File: src/rtl/pin_msg_pkg.sv
package pin_msg_pkg;

    localparam int ENTRY_W = 23;
    localparam int VEC_W   = 8;
    localparam int DEST_W  = 8;

    localparam logic [2:0] MODE_EXTERNAL = 3'b111;
    localparam logic [2:0] MODE_RSVD_A   = 3'b011;
    localparam logic [2:0] MODE_RSVD_B   = 3'b110;

    typedef struct packed {
        logic [DEST_W-1:0] dest;
        logic              mask;
        logic              trig;
        logic              lvl;
        logic              dmode;
        logic [2:0]        mode;
        logic [VEC_W-1:0]  vec;
    } entry_t;

    typedef enum logic [1:0] {
        ST_IDLE   = 2'd0,
        ST_SINGLE = 2'd1,
        ST_FANOUT = 2'd2
    } disp_state_t;

    function automatic logic mode_is_reserved(input logic [2:0] m);
        return (m == MODE_RSVD_A) || (m == MODE_RSVD_B);
    endfunction

endpackage

File: src/rtl/pin_edge_capture.sv
module pin_edge_capture #(
    parameter int N = 8
) (
    input  logic         clk,
    input  logic         rst_n,
    input  logic [N-1:0] pin,
    input  logic [N-1:0] clr,
    output logic [N-1:0] pend
);
    logic [N-1:0] pin_q;
    logic [N-1:0] pend_q;
    logic [N-1:0] rise;

    assign rise = pin & ~pin_q;

    always_ff @(posedge clk) begin
        if (!rst_n) begin
            pin_q  <= '0;
            pend_q <= '0;
        end else begin
            pin_q  <= pin;
            pend_q <= (pend_q & ~clr) | rise;
        end
    end

    assign pend = pend_q;
endmodule

File: src/rtl/lowest_pick.sv
module lowest_pick #(
    parameter int W  = 8,
    localparam int IW = (W > 1) ? $clog2(W) : 1
) (
    input  logic [W-1:0]  req,
    output logic          any,
    output logic [IW-1:0] idx
);
    always_comb begin
        idx = '0;
        for (int i = W - 1; i >= 0; i--) begin
            if (req[i]) idx = IW'(i);
        end
    end

    assign any = |req;
endmodule

File: src/rtl/pin_msg_dispatch.sv
module pin_msg_dispatch
    import pin_msg_pkg::*;
#(
    parameter int NUM_PINS = 8,
    localparam int PIN_IW  = (NUM_PINS > 1) ? $clog2(NUM_PINS) : 1,
    localparam int BIT_IW  = $clog2(DEST_W)
) (
    input  logic                        clk,
    input  logic                        rst_n,
    input  logic [NUM_PINS-1:0]         pin_in,
    input  logic [NUM_PINS*ENTRY_W-1:0] pin_cfg,
    input  logic [VEC_W-1:0]            ext_vector,
    input  logic                        msg_ready,
    output logic                        msg_valid,
    output logic [DEST_W-1:0]           msg_dest,
    output logic [VEC_W-1:0]            msg_vector,
    output logic [2:0]                  msg_mode,
    output logic                        msg_dest_mode,
    output logic                        msg_level,
    output logic                        msg_trigger,
    output logic                        err_reserved
);
    disp_state_t state_q, state_d;
    entry_t      cur_q, cur_d;
    logic [VEC_W-1:0]  vec_q, vec_d;
    logic [DEST_W-1:0] rem_q, rem_d;
    logic              err_q, err_d;

    entry_t ent [NUM_PINS];
    for (genvar g = 0; g < NUM_PINS; g++) begin : g_unpack
        assign ent[g] = pin_cfg[g*ENTRY_W +: ENTRY_W];
    end

    logic [NUM_PINS-1:0] pend, clr;
    logic                win_any;
    logic [PIN_IW-1:0]   win_idx;
    logic                rem_any;
    logic [BIT_IW-1:0]   bit_idx;
    entry_t              sel;
    logic                fire;
    logic                fanout_active;

    pin_edge_capture #(.N(NUM_PINS)) u_edge (
        .clk (clk),
        .rst_n (rst_n),
        .pin (pin_in),
        .clr (clr),
        .pend (pend)
    );

    lowest_pick #(.W(NUM_PINS)) u_pin_pick (
        .req (pend),
        .any (win_any),
        .idx (win_idx)
    );

    lowest_pick #(.W(DEST_W)) u_bit_pick (
        .req (rem_q),
        .any (rem_any),
        .idx (bit_idx)
    );

    assign sel  = ent[win_idx];
    assign fire = msg_valid && msg_ready;
    assign fanout_active = (state_q == ST_FANOUT);

    // state register
    always_ff @(posedge clk) begin
        if (!rst_n) begin
            state_q <= ST_IDLE;
            cur_q   <= '0;
            vec_q   <= '0;
            rem_q   <= '0;
            err_q   <= 1'b0;
        end else begin
            state_q <= state_d;
            cur_q   <= cur_d;
            vec_q   <= vec_d;
            rem_q   <= rem_d;
            err_q   <= err_d;
        end
    end

    // transitions
    always_comb begin
        state_d = state_q;
        cur_d   = cur_q;
        vec_d   = vec_q;
        rem_d   = rem_q;
        err_d   = err_q;
        clr     = '0;
        unique case (state_q)
            ST_IDLE: begin
                if (win_any) begin
                    clr   = NUM_PINS'(1) << win_idx;
                    cur_d = sel;
                    vec_d = (sel.mode == MODE_EXTERNAL) ? ext_vector : sel.vec;
                    rem_d = sel.dest;
                    if (sel.mask) begin
                        state_d = ST_IDLE;
                    end else if (mode_is_reserved(sel.mode)) begin
                        err_d   = 1'b1;
                        state_d = ST_IDLE;
                    end else if (!sel.dmode) begin
                        state_d = ST_SINGLE;
                    end else if (sel.dest != '0) begin
                        state_d = ST_FANOUT;
                    end
                end
            end
            ST_SINGLE: begin
                if (fire) state_d = ST_IDLE;
            end
            ST_FANOUT: begin
                if (fire) begin
                    rem_d = rem_q & ~(DEST_W'(1) << bit_idx);
                    if ((rem_q & ~(DEST_W'(1) << bit_idx)) == '0) state_d = ST_IDLE;
                end
            end
            default: state_d = ST_IDLE;
        endcase
    end

    // outputs
    always_comb begin
        msg_valid     = (state_q != ST_IDLE);
        msg_dest      = fanout_active ? DEST_W'(bit_idx) : cur_q.dest;
        msg_vector    = vec_q;
        msg_mode      = cur_q.mode;
        msg_dest_mode = cur_q.dmode;
        msg_level     = cur_q.lvl;
        msg_trigger   = cur_q.trig;
        err_reserved  = err_q;
    end

endmodule


File: config.mk
export PLATFORM = sky130hd
export DESIGN_NAME = pin_msg_dispatch
export DESIGN_NICKNAME = d
export VERILOG_FILES = /design/src/rtl/pin_msg_pkg.sv /design/src/rtl/pin_edge_capture.sv /design/src/rtl/lowest_pick.sv /design/src/rtl/pin_msg_dispatch.sv
export SDC_FILE = /design/constraint.sdc
export NUM_CORES = 1
export LEC_CHECK = 0
export CORE_AREA = 4 4 85 87
export DETAILED_ROUTE_END_ITERATION = 8
export DIE_AREA = 0 0 89 91
export DONT_BUFFER_PORTS = 1
export GPL_TIMING_DRIVEN = 0
export PLACE_DENSITY = 0.71
export SYNTH_ARGS = -nofsm -noshare
export SYNTH_HDL_FRONTEND = slang
export SYNTH_SLANG_ARGS = --single-unit
File: constraint.sdc
create_clock -name clk -period 2.67 [get_ports clk]
set_clock_uncertainty 0.05 [all_clocks]
set_input_delay 0.4005 -clock clk [delete_from_list [all_inputs] [get_ports clk]]
set_output_delay 0.4005 -clock clk [all_outputs]
set_load 0.01 [all_outputs]
After elaboration in Yosys (flattened, before gate mapping)
Index checks and enable logic that the tools add are counted.
{"block": "totals", "register_bits": 49, "in_bits": 203, "output_inout_bits": 24, "wordCells": 80}
{"block": "classes", "n_lt_le_gt_ge": 1, "eq_ne": 10, "shift": 2, "muxes": 35, "bitwise": 9, "reduce_logical": 12}
{"op": "$bmux W23 S3", "count": 1}
{"op": "$mux W3", "count": 16}
{"op": "$mux W8", "count": 6}
{"op": "$mux W23", "count": 2}
{"op": "$and A8 B8 Y8", "count": 3}
{"op": "$not A8 Y8", "count": 3}
{"op": "$mux W2", "count": 8}
{"op": "$pmux W8 S2", "count": 1}
{"op": "$shl A1 B3 Y8 const A", "count": 2}
{"op": "$logic_not A8 Y1", "count": 1}
{"op": "$or A8 B8 Y8", "count": 1}
{"op": "$reduce_bool A8 Y1", "count": 1}
{"op": "$reduce_or A8 Y1", "count": 1}
{"op": "$eq A3 B3 Y1 const B", "count": 2}
{"op": "$pmux W2 S3", "count": 1}
{"op": "$ne A5 B5 Y1 const B", "count": 1}
{"op": "$reduce_and A5 Y1", "count": 1}
{"op": "$ge A4 B4 Y1 const B", "count": 1}
{"op": "$ne A2 B1 Y1 const B", "count": 2}
{"op": "$ne A2 B2 Y1 const B", "count": 2}
{"op": "$not A3 Y4", "count": 1}
{"op": "$reduce_and A4 Y1", "count": 1}
{"op": "$reduce_bool A2 Y1", "count": 2}
{"op": "$eq A3 B2 Y1 const B", "count": 1}
{"op": "other kinds (8)", "count": 8}

Depth between registers and ports, before layout
Gate-level depths: netlist (run 1).
{"block": "depth", "ltp_word": 19, "mapped_depth": 11, "depth_no_buf": 8}

Hierarchy
Synthesis (run 1) repeated with hierarchy kept, for this count alone.
{"block": "unflattened", "cells_unflattened": 414, "area_unflattened_um2": 3863.7}
{"module": "pin_msg_dispatch", "instances": 1, "cells_each": 339, "area_each_um2": 3151.8, "seq_area_each_um2": 660.6}
{"module": "pin_edge_capture", "instances": 1, "cells_each": 49, "area_each_um2": 549.3, "seq_area_each_um2": 320.3}
{"module": "lowest_pick", "instances": 2, "cells_each": 13, "area_each_um2": 81.3, "seq_area_each_um2": 0.0}

Worst setup path after synthesis (run 1)
No wires, ideal clock.
{"block": "synth_timing", "kind": "reg-to-reg", "startpoint": "reg u_edge.pend_q[3], in the netlist u_edge.pend[3]", "endpoint": "reg state_q[0]", "setup_ps": 117, "arrival_ps": 2249, "required_ps": 2503, "slack_ps": 253, "stages_incl_launch_ff": 11, "n_path_buf": 2, "synth_period_minus_slack_ps": 2417, "path_cell_list": "dfxtp_1 -> buf_6 -> or3_1 -> buf_6 -> a22o_1 -> o21a_1 -> o221a_4 -> a22oi_4 -> a21oi_1 -> or3_1 -> a32o_1"}
{"block": "synth_via", "elab_chain_cells": 14, "elab_cells_between_ends": 21, "classes_between": "4 x eq/ne; 12 x mux; 1 x bitwise; 4 x reduce/logical"}
{"element": "start, declared", "line_no": "pin_edge_capture.sv:11", "text": "logic [N-1:0] pend_q;"}
{"element": "start signal, assigned", "line_no": "pin_edge_capture.sv:22", "text": "pend_q <= (pend_q & ~clr) | rise;"}
{"element": "$mux W3 (4 in series)", "line_no": "lowest_pick.sv:12", "text": "if (req[i]) idx = IW'(i);"}
{"element": "$not A3 Y4 (implied by the code)", "line_no": "pin_msg_dispatch.sv:63", "text": "assign sel = ent[win_idx];"}
{"element": "$bmux W23 S3", "line_no": "pin_msg_dispatch.sv:63"}
{"element": "$mux W23 (implied by the code) (2 in series)", "line_no": "pin_msg_dispatch.sv:63"}
{"element": "$eq A3 B2 Y1 or $eq A3 B3 Y1 (tied branches)", "line_no": "pin_msg_pkg.sv:28", "text": "return (m == MODE_RSVD_A) || (m == MODE_RSVD_B);"}
{"element": "$logic_or A1 B1 Y1", "line_no": "pin_msg_pkg.sv:28"}
{"element": "$mux W2", "line_no": "pin_msg_dispatch.sv:101", "text": "end else if (mode_is_reserved(sel.mode)) begin"}
{"element": "$mux W2", "line_no": "pin_msg_dispatch.sv:99", "text": "if (sel.mask) begin"}
{"element": "$mux W2", "line_no": "pin_msg_dispatch.sv:94", "text": "if (win_any) begin"}
{"element": "$pmux W2 S3", "line_no": "pin_msg_dispatch.sv:92", "text": "unique case (state_q)"}
{"element": "end signal, assigned", "line_no": "pin_msg_dispatch.sv:76", "text": "state_q <= state_d;"}
{"element": "end, declared", "line_no": "pin_msg_dispatch.sv:23", "text": "disp_state_t state_q, state_d;"}
Parallel ways exist; a longest one is shown, timed or not. The select of a mux whose other input is x is not followed.
A chain may end at the register's enable or synchronous reset.

Worst setup path after layout (run 1)
Ends and elaborated chain as after synthesis.

==> flow_metrics.tcl, run 1 <==
set metrics [dict create \
    hold_class "in -> reg" \
    wirelength_um 14700 \
    synth_async_sr_flop_share 0 \
    synth_edf_count 0 \
    synth_xor_area_frac 0 \
    path_class "reg -> reg" \
    crit_path_end "state_q[0]$_SDFFE_PN0P_" \
    antenna_cells 0 \
    synth_fa_ha_area_frac 0.00278 \
    clockBufferDepth 2 \
    synth_area_sq_um 3600 \
    seq_area_frac_synth 0.272 \
    root_buffer "clkbuf_8" \
    clkLatencyLatePin_ps 300 \
    ff2ff_setup_slack_ps 50 \
    fin_cells 566 \
    holdWs_ps 161 \
    grt-ovfl-total 0 \
    synth_ff_type "dfxtp_1" \
    placementRows 29 \
    finalHoldViolations 0 \
    via_count 4157 \
    drive_gt1_frac 0.213 \
    worst_pin_slew_ps 550 \
    status "finished clean" \
    port_buffers 0 \
    powerDensity_nw_per_um2 888 \
    crit_buf_inv 2 \
    crit_path_max_incr_delay_ps 370 \
    via_per_inst 7.34 \
    die_area_sq_um 8100 \
    synth_cell_types 58 \
    hold_buffers 0 \
    yosys_warnings 0 \
    final_nets 691 \
    yosys-top-cells-area "dfxtp_1 (27%), a21oi_1 (9.2%), a221oi_1 (5.8%)" \
    leakagePower_nw 1.53 \
    area_delta_synth_final_pct 14.5 \
    cp_num_cells 10 \
    cp_cell_sequence "buf_6, or3_1, buf_6, a22oi_4, a221o_1, a221o_1, nand2_2, and3_1, or3_1, a32o_1" \
    drtIter0Drc 484 \
    crit_slowest_cell "or3_1" \
    wl_per_cell_um 25.9 \
    initial_core_util 0.567 \
    synth_area_per_cell_sq_um 7.58 \
    place_hpwl_um 11600 \
    critPathLaunch "u_edge.pend[3]$_SDFF_PN0_" \
    h-tree-depth 2 \
    max_cap_violations 0 \
    synth.top_cells.by_count "a21oi_1 (66), nand2_1 (54), dfxtp_1 (49), nor2_1 (38), o21ai_0 (28)" \
    yosys.area.top_type "dfxtp_1" \
    synth_nets 678 \
    critical-path-top-delay-family "simple AND/OR/NAND/NOR gates" \
    cts_tree "built" \
    timing.final.crit_share 0.983 \
    reg2reg_to "state_q[0]$_SDFFE_PN0P_" \
    synth_top_family_by_area "compound AO/OA/AOI/OAI gates" \
    detail-route-antenna-nets 0 \
    setup_violations 0 \
    clkTransAtPathRegs_ps 90 \
    core_area_sq_um 6350 \
    worstReg2RegStart "u_edge.pend[3]$_SDFF_PN0_" \
    first_pass_iters 5 \
    fmax_ghz 0.381 \
    maxSlewViolCount 0 \
    synth_top_area_frac 0.272 \
    grt_pass1_wl_um 21400 \
    yosysMostFrequentCell "a21oi_1" \
    synth-compound-area-share 0.422 \
    pin_count 227 \
    drc 0 \
    critical_path.max_fanout 9 \
    dp.cells 552 \
    grt_max_degree 16 \
    grt_use_total 0.343 \
    synth_mux_area_frac 0.00834 \
    synthSimpleGateAreaFrac 0.230 \
    worstSetupEndpointType "flop" \
    cts.sinks 49 \
    fin_crit_ps 2620 \
    die-height_um 91 \
    syn_inst 475 \
    ys_seq_elements 49 \
    grt_setup_unrepaired "yes" \
    arrival_ps 2780 \
    rr_worst_depth 10 \
    die_w_um 89 \
    startpoint_type "flop" \
    antenna_found_initial 0 \
    required_ps 2820 \
    cts_made_buffers 5 \
    peakVddDrop_mv 0.585 \
    gp_congestion 1.02 \
    max-slew-margin-rel 0.634 \
    grt_pass1_vias 3824 \
]
## worst min-delay path by stage
stage                            from                          to  cells past startpoint
3_5_place_dp   cur_q[18]$_SDFFE_PN0P_      cur_q[18]$_SDFFE_PN0P_                      2
4_1_cts                     pin_in[2]  u_edge.pin_q[2]$_SDFF_PN0_                      1
6_report                    pin_in[2]  u_edge.pin_q[2]$_SDFF_PN0_                      1
5_1_grt                     pin_in[2]  u_edge.pin_q[2]$_SDFF_PN0_                      1
2_1_floorplan  cur_q[18]$_SDFFE_PN0P_      cur_q[18]$_SDFFE_PN0P_                      2
3_3_place_gp   cur_q[18]$_SDFFE_PN0P_      cur_q[18]$_SDFFE_PN0P_                      2
## flip-flops by register name, summed over array words and instances (netlist names)
name and flops:
cur_q 8, msg_vector 8, rem_q 8, u_edge.pend 8
u_edge.pin_q 8, msg_mode 3, state_q 2, err_reserved 1
msg_dest_mode 1, msg_level 1, msg_trigger 1
## logic make-up (layout without fill, tap and decap cells)
| kind of cell | Yosys count | count (layout) |
|---|---|---|
| adder cells (fa/ha/maj) | 1 | 1 |
| flip-flops | 49 | 49 |
| AO/OA/AOI/OAI | 207 | 207 |
| buffers and inverters | 47 | 61 |
| AND/OR/NAND/NOR | 168 | 168 |
| multiplexers | 3 | 3 |
## routing by layer
layer | up-vias | routed length (um) | GRT usage
li1 | 1845 | - | -
met1 | 1970 | 5560 | 0.454
met2 | 305 | 6950 | 0.537
met3 | 37 | 1660 | 0.0923
met4 | 0 | 501 | 0.113
met5 | - | 0 | 0
## cell usage in the layout, fill, tap and decap left out, types with 7 or more instances in the layout
master    instances
dfxtp_1          44
and2_1           16
o21ai_0          28
nor3_1           10
buf_4            15
nand3_1           8
inv_1             7
a211oi_2          8
a221o_1          17
a22oi_1           8
nor2_1           35
a221oi_2          8
clkbuf_1         12
nand2b_1         10
a21oi_1          61
a221oi_1         16
a222oi_1          8
nand2_1          52
## repair_timing
| item | 4_1_cts | 5_1_grt |
|---|---|---|
| endpoints found under the setup margin | 22 | 24 |
| resized for setup | 20 | 47 |
| pin swaps | 2 | 6 |
| setup buffers | 1 | 5 |
## per-stage QoR
step           total power [mW]  TNS (ps)  utilization  setup WS (ps)  instance area, sq um
3_3_place_gp               2.87     -1900        0.582           -232                  3700
3_5_place_dp               2.90     -2160        0.582           -254                  3700
4_1_cts                    3.50         0        0.615           6.22                  3910
2_1_floorplan              2.44         0            -            253                  3600
5_1_grt                    3.88      -107        0.649          -40.5                  4120
6_report                   3.66         0        0.649           45.8                  4120
## where the power goes
group	switching, mW	leakage (nW)	total, mW	internal, mW
logic	1.21	1.07	1.97	0.761
registers	0.208	0.408	1.14	0.928
clock network	0.251	0.0574	0.555	0.305
## final cells by class
cell class / count / area, sq um
Multi-Input combinational cell: 379 / 2600
Fill cell: 585 / 2230
Sequential cell: 49 / 987
Buffer: 39 / 241
Tap cell: 77 / 96.3
Clock buffer: 6 / 82.6
Timing Repair Buffer: 6 / 45.0
Clock inverter: 2 / 37.5
Inverter: 8 / 30.0
Note: power is estimated with default switching activity, not from simulation.
==> run 2, diff against run 1 <==
--- a/config.mk
+++ b/config.mk
@@ -5,12 +5,12 @@
 export SDC_FILE = /design/constraint.sdc
 export NUM_CORES = 1
 export LEC_CHECK = 0
-export CORE_AREA = 4 4 85 87
+export CORE_AREA = 2 2 88 90
 export DETAILED_ROUTE_END_ITERATION = 8
-export DIE_AREA = 0 0 89 91
+export DIE_AREA = 0 0 90 92
 export DONT_BUFFER_PORTS = 1
 export GPL_TIMING_DRIVEN = 0
-export PLACE_DENSITY = 0.71
+export PLACE_DENSITY = 0.64
 export SYNTH_ARGS = -nofsm -noshare
 export SYNTH_HDL_FRONTEND = slang
 export SYNTH_SLANG_ARGS = --single-unit
==> run 2 against run 1 <==
Against the previous run:
- sequential power barely moved
- utilization fell by 8.8 points
- clock power about the same
- critical path depth down 1
- combinational power increased by 2%
- critical path type unchanged
- design area rose by 1.4%
- sequential cell count unchanged
- register-to-register slack hardly changed
==> flow_metrics.tcl, run 2 (same netlist as run 1, synthesis figures left out) <==
set metrics [dict create \
    status "finished clean" \
    area_delta_synth_final_pct 16.1 \
    core_area_sq_um 7450 \
    grt_setup_unrepaired "yes" \
    fin_crit_ps 2630 \
    clockBufferDepth 2 \
    cts_tree "built" \
    pin_count 227 \
    final_common_cell "a21oi_1" \
    hold_buffers 0 \
    place_hpwl_um 11800 \
    detail-route-antenna-nets 0 \
    grt_max_degree 16 \
    critical_path.max_fanout 9 \
    cts_made_buffers 5 \
    pre_cts_ws_ps -285 \
    drive_gt1_frac 0.213 \
    wl_per_cell_um 25.4 \
    grt-ovfl-total 0 \
    met3_usage 0.0690 \
    die_area_sq_um 8280 \
    fin_ws_ps 44.1 \
    peakVddDrop_mv 0.313 \
    placementRows 32 \
    grt_use_total 0.341 \
    grt_use_met2 0.587 \
    finalHoldViolations 0 \
    startpoint_type "flop" \
    drc 0 \
    first_pass_iters 6 \
    die-height_um 92 \
    setup_violations 0 \
    fin_area_sq_um 4180 \
    via_per_inst 6.97 \
    required_ps 2820 \
    via_count 4155 \
    layout_common_cells "a21oi_1 (63), nand2_1 (52), dfxtp_1 (42), nor2_1 (34), o21ai_0 (28)" \
    port_buffers 0 \
    die_w_um 90 \
    grt_pass1_wl_um 21600 \
    initial_core_util 0.484 \
    fmax_ghz 0.381 \
    max_cap_violations 0 \
    grt.busiest_layer "met2" \
    clkLatencyLatePin_ps 300 \
    worstSetupEndpointType "flop" \
    arrival_ps 2780 \
    leakagePower_nw 1.55 \
    worst_pin_slew_ps 573 \
    grtUsageMet1 0.440 \
    final_nets 695 \
    hold_class "in -> reg" \
    clkTransAtPathRegs_ps 90 \
    power_mw 3.69 \
    max-slew-margin-rel 0.618 \
    utilization 0.561 \
    path_class "reg -> reg" \
    drtIter0Drc 427 \
    maxSlewViolCount 0 \
    powerDensity_nw_per_um2 883 \
    holdWs_ps 161 \
    wirelength_um 15100 \
    h-tree-depth 2 \
    cts.sinks 49 \
    antenna_found_initial 2 \
    timing.final.crit_share 0.983 \
    gp_congestion 0.930 \
    grt_pass1_vias 3726 \
    dpl_cell_area_sq_um 3730 \
    root_buffer "clkbuf_8" \
]
-- run 2: changes by cell type in the layout (fill, tap and decap cells not counted), moves of 2 or more --
cell / change
a221oi_1: +4
a221oi_2: -4
buf_4: +3
a21oi_1: +2
a21oi_2: -2
clkbuf_4: -2
dfxtp_1: -2
nor3_1: +2
-- run 2: per-layer routing --
metal  wire length, um  vias to the layer above  share of wire
met5                 0                        -              0
met4               419                        0          0.028
met2              7340                      280           0.49
li1                  -                     1874              -
met1              5900                     1968           0.39
met3              1470                       33          0.097
-- run 2: metrics by stage --
step | setup TNS, ps | std cells
final | 0 | 596
after global routing | -70.7 | 596
after detailed placement | -2870 | 577
after CTS | 0 | 589
after floorplan | 0 | 475
after global placement | -1590 | 577
-- run 2: layout make-up --
cell class	instances	area, sq um
buffer	38	250
tap	102	128
antenna	1	2.50
multi-input combinational	379	2560
clock buffer	6	82.6
inverter	8	30.0
sequential	49	992
fill	748	3270
timing repair buffer	11	100
clock inverter	2	37.5
-- run 2: repair_timing --
item,4_1_cts,5_1_grt
pin swaps,2,10
cloned,0,1
hold endpoints to repair,0,0
setup endpoints to repair,25,25
gates resized for setup,29,40
buffers inserted,4,6
-- run 2: worst paths after layout --
kind	startpoint	to	slack (ps)	depth (start not counted)
max	u_edge.pend[3]$_SDFF_PN0_	state_q[0]$_SDFFE_PN0P_	40	9
min	pin_in[0]	u_edge.pin_q[0]$_SDFF_PN0_	160	1
max reg2reg	u_edge.pend[3]$_SDFF_PN0_	state_q[0]$_SDFFE_PN0P_	40	9
min reg2reg	cur_q[22]$_SDFFE_PN0P_	cur_q[22]$_SDFFE_PN0P_	410	2
-- run 2: worst max-delay path, cell delays in order, from the launching register on --
cell,delay (ps)
dfxtp_2,330
buf_6,130
or3_4,420
a22o_4,300
o21a_1,180
o221a_4,140
a22oi_4,270
a21oi_2,100
or3_1,390
a32o_1,210
-- run 2: report_power, final --
group	switching (mW)	internal (mW)	total, mW
logic	1.22	0.786	2.01
registers	0.201	0.928	1.13
clock network	0.249	0.305	0.553
total	1.67	2.02	3.69
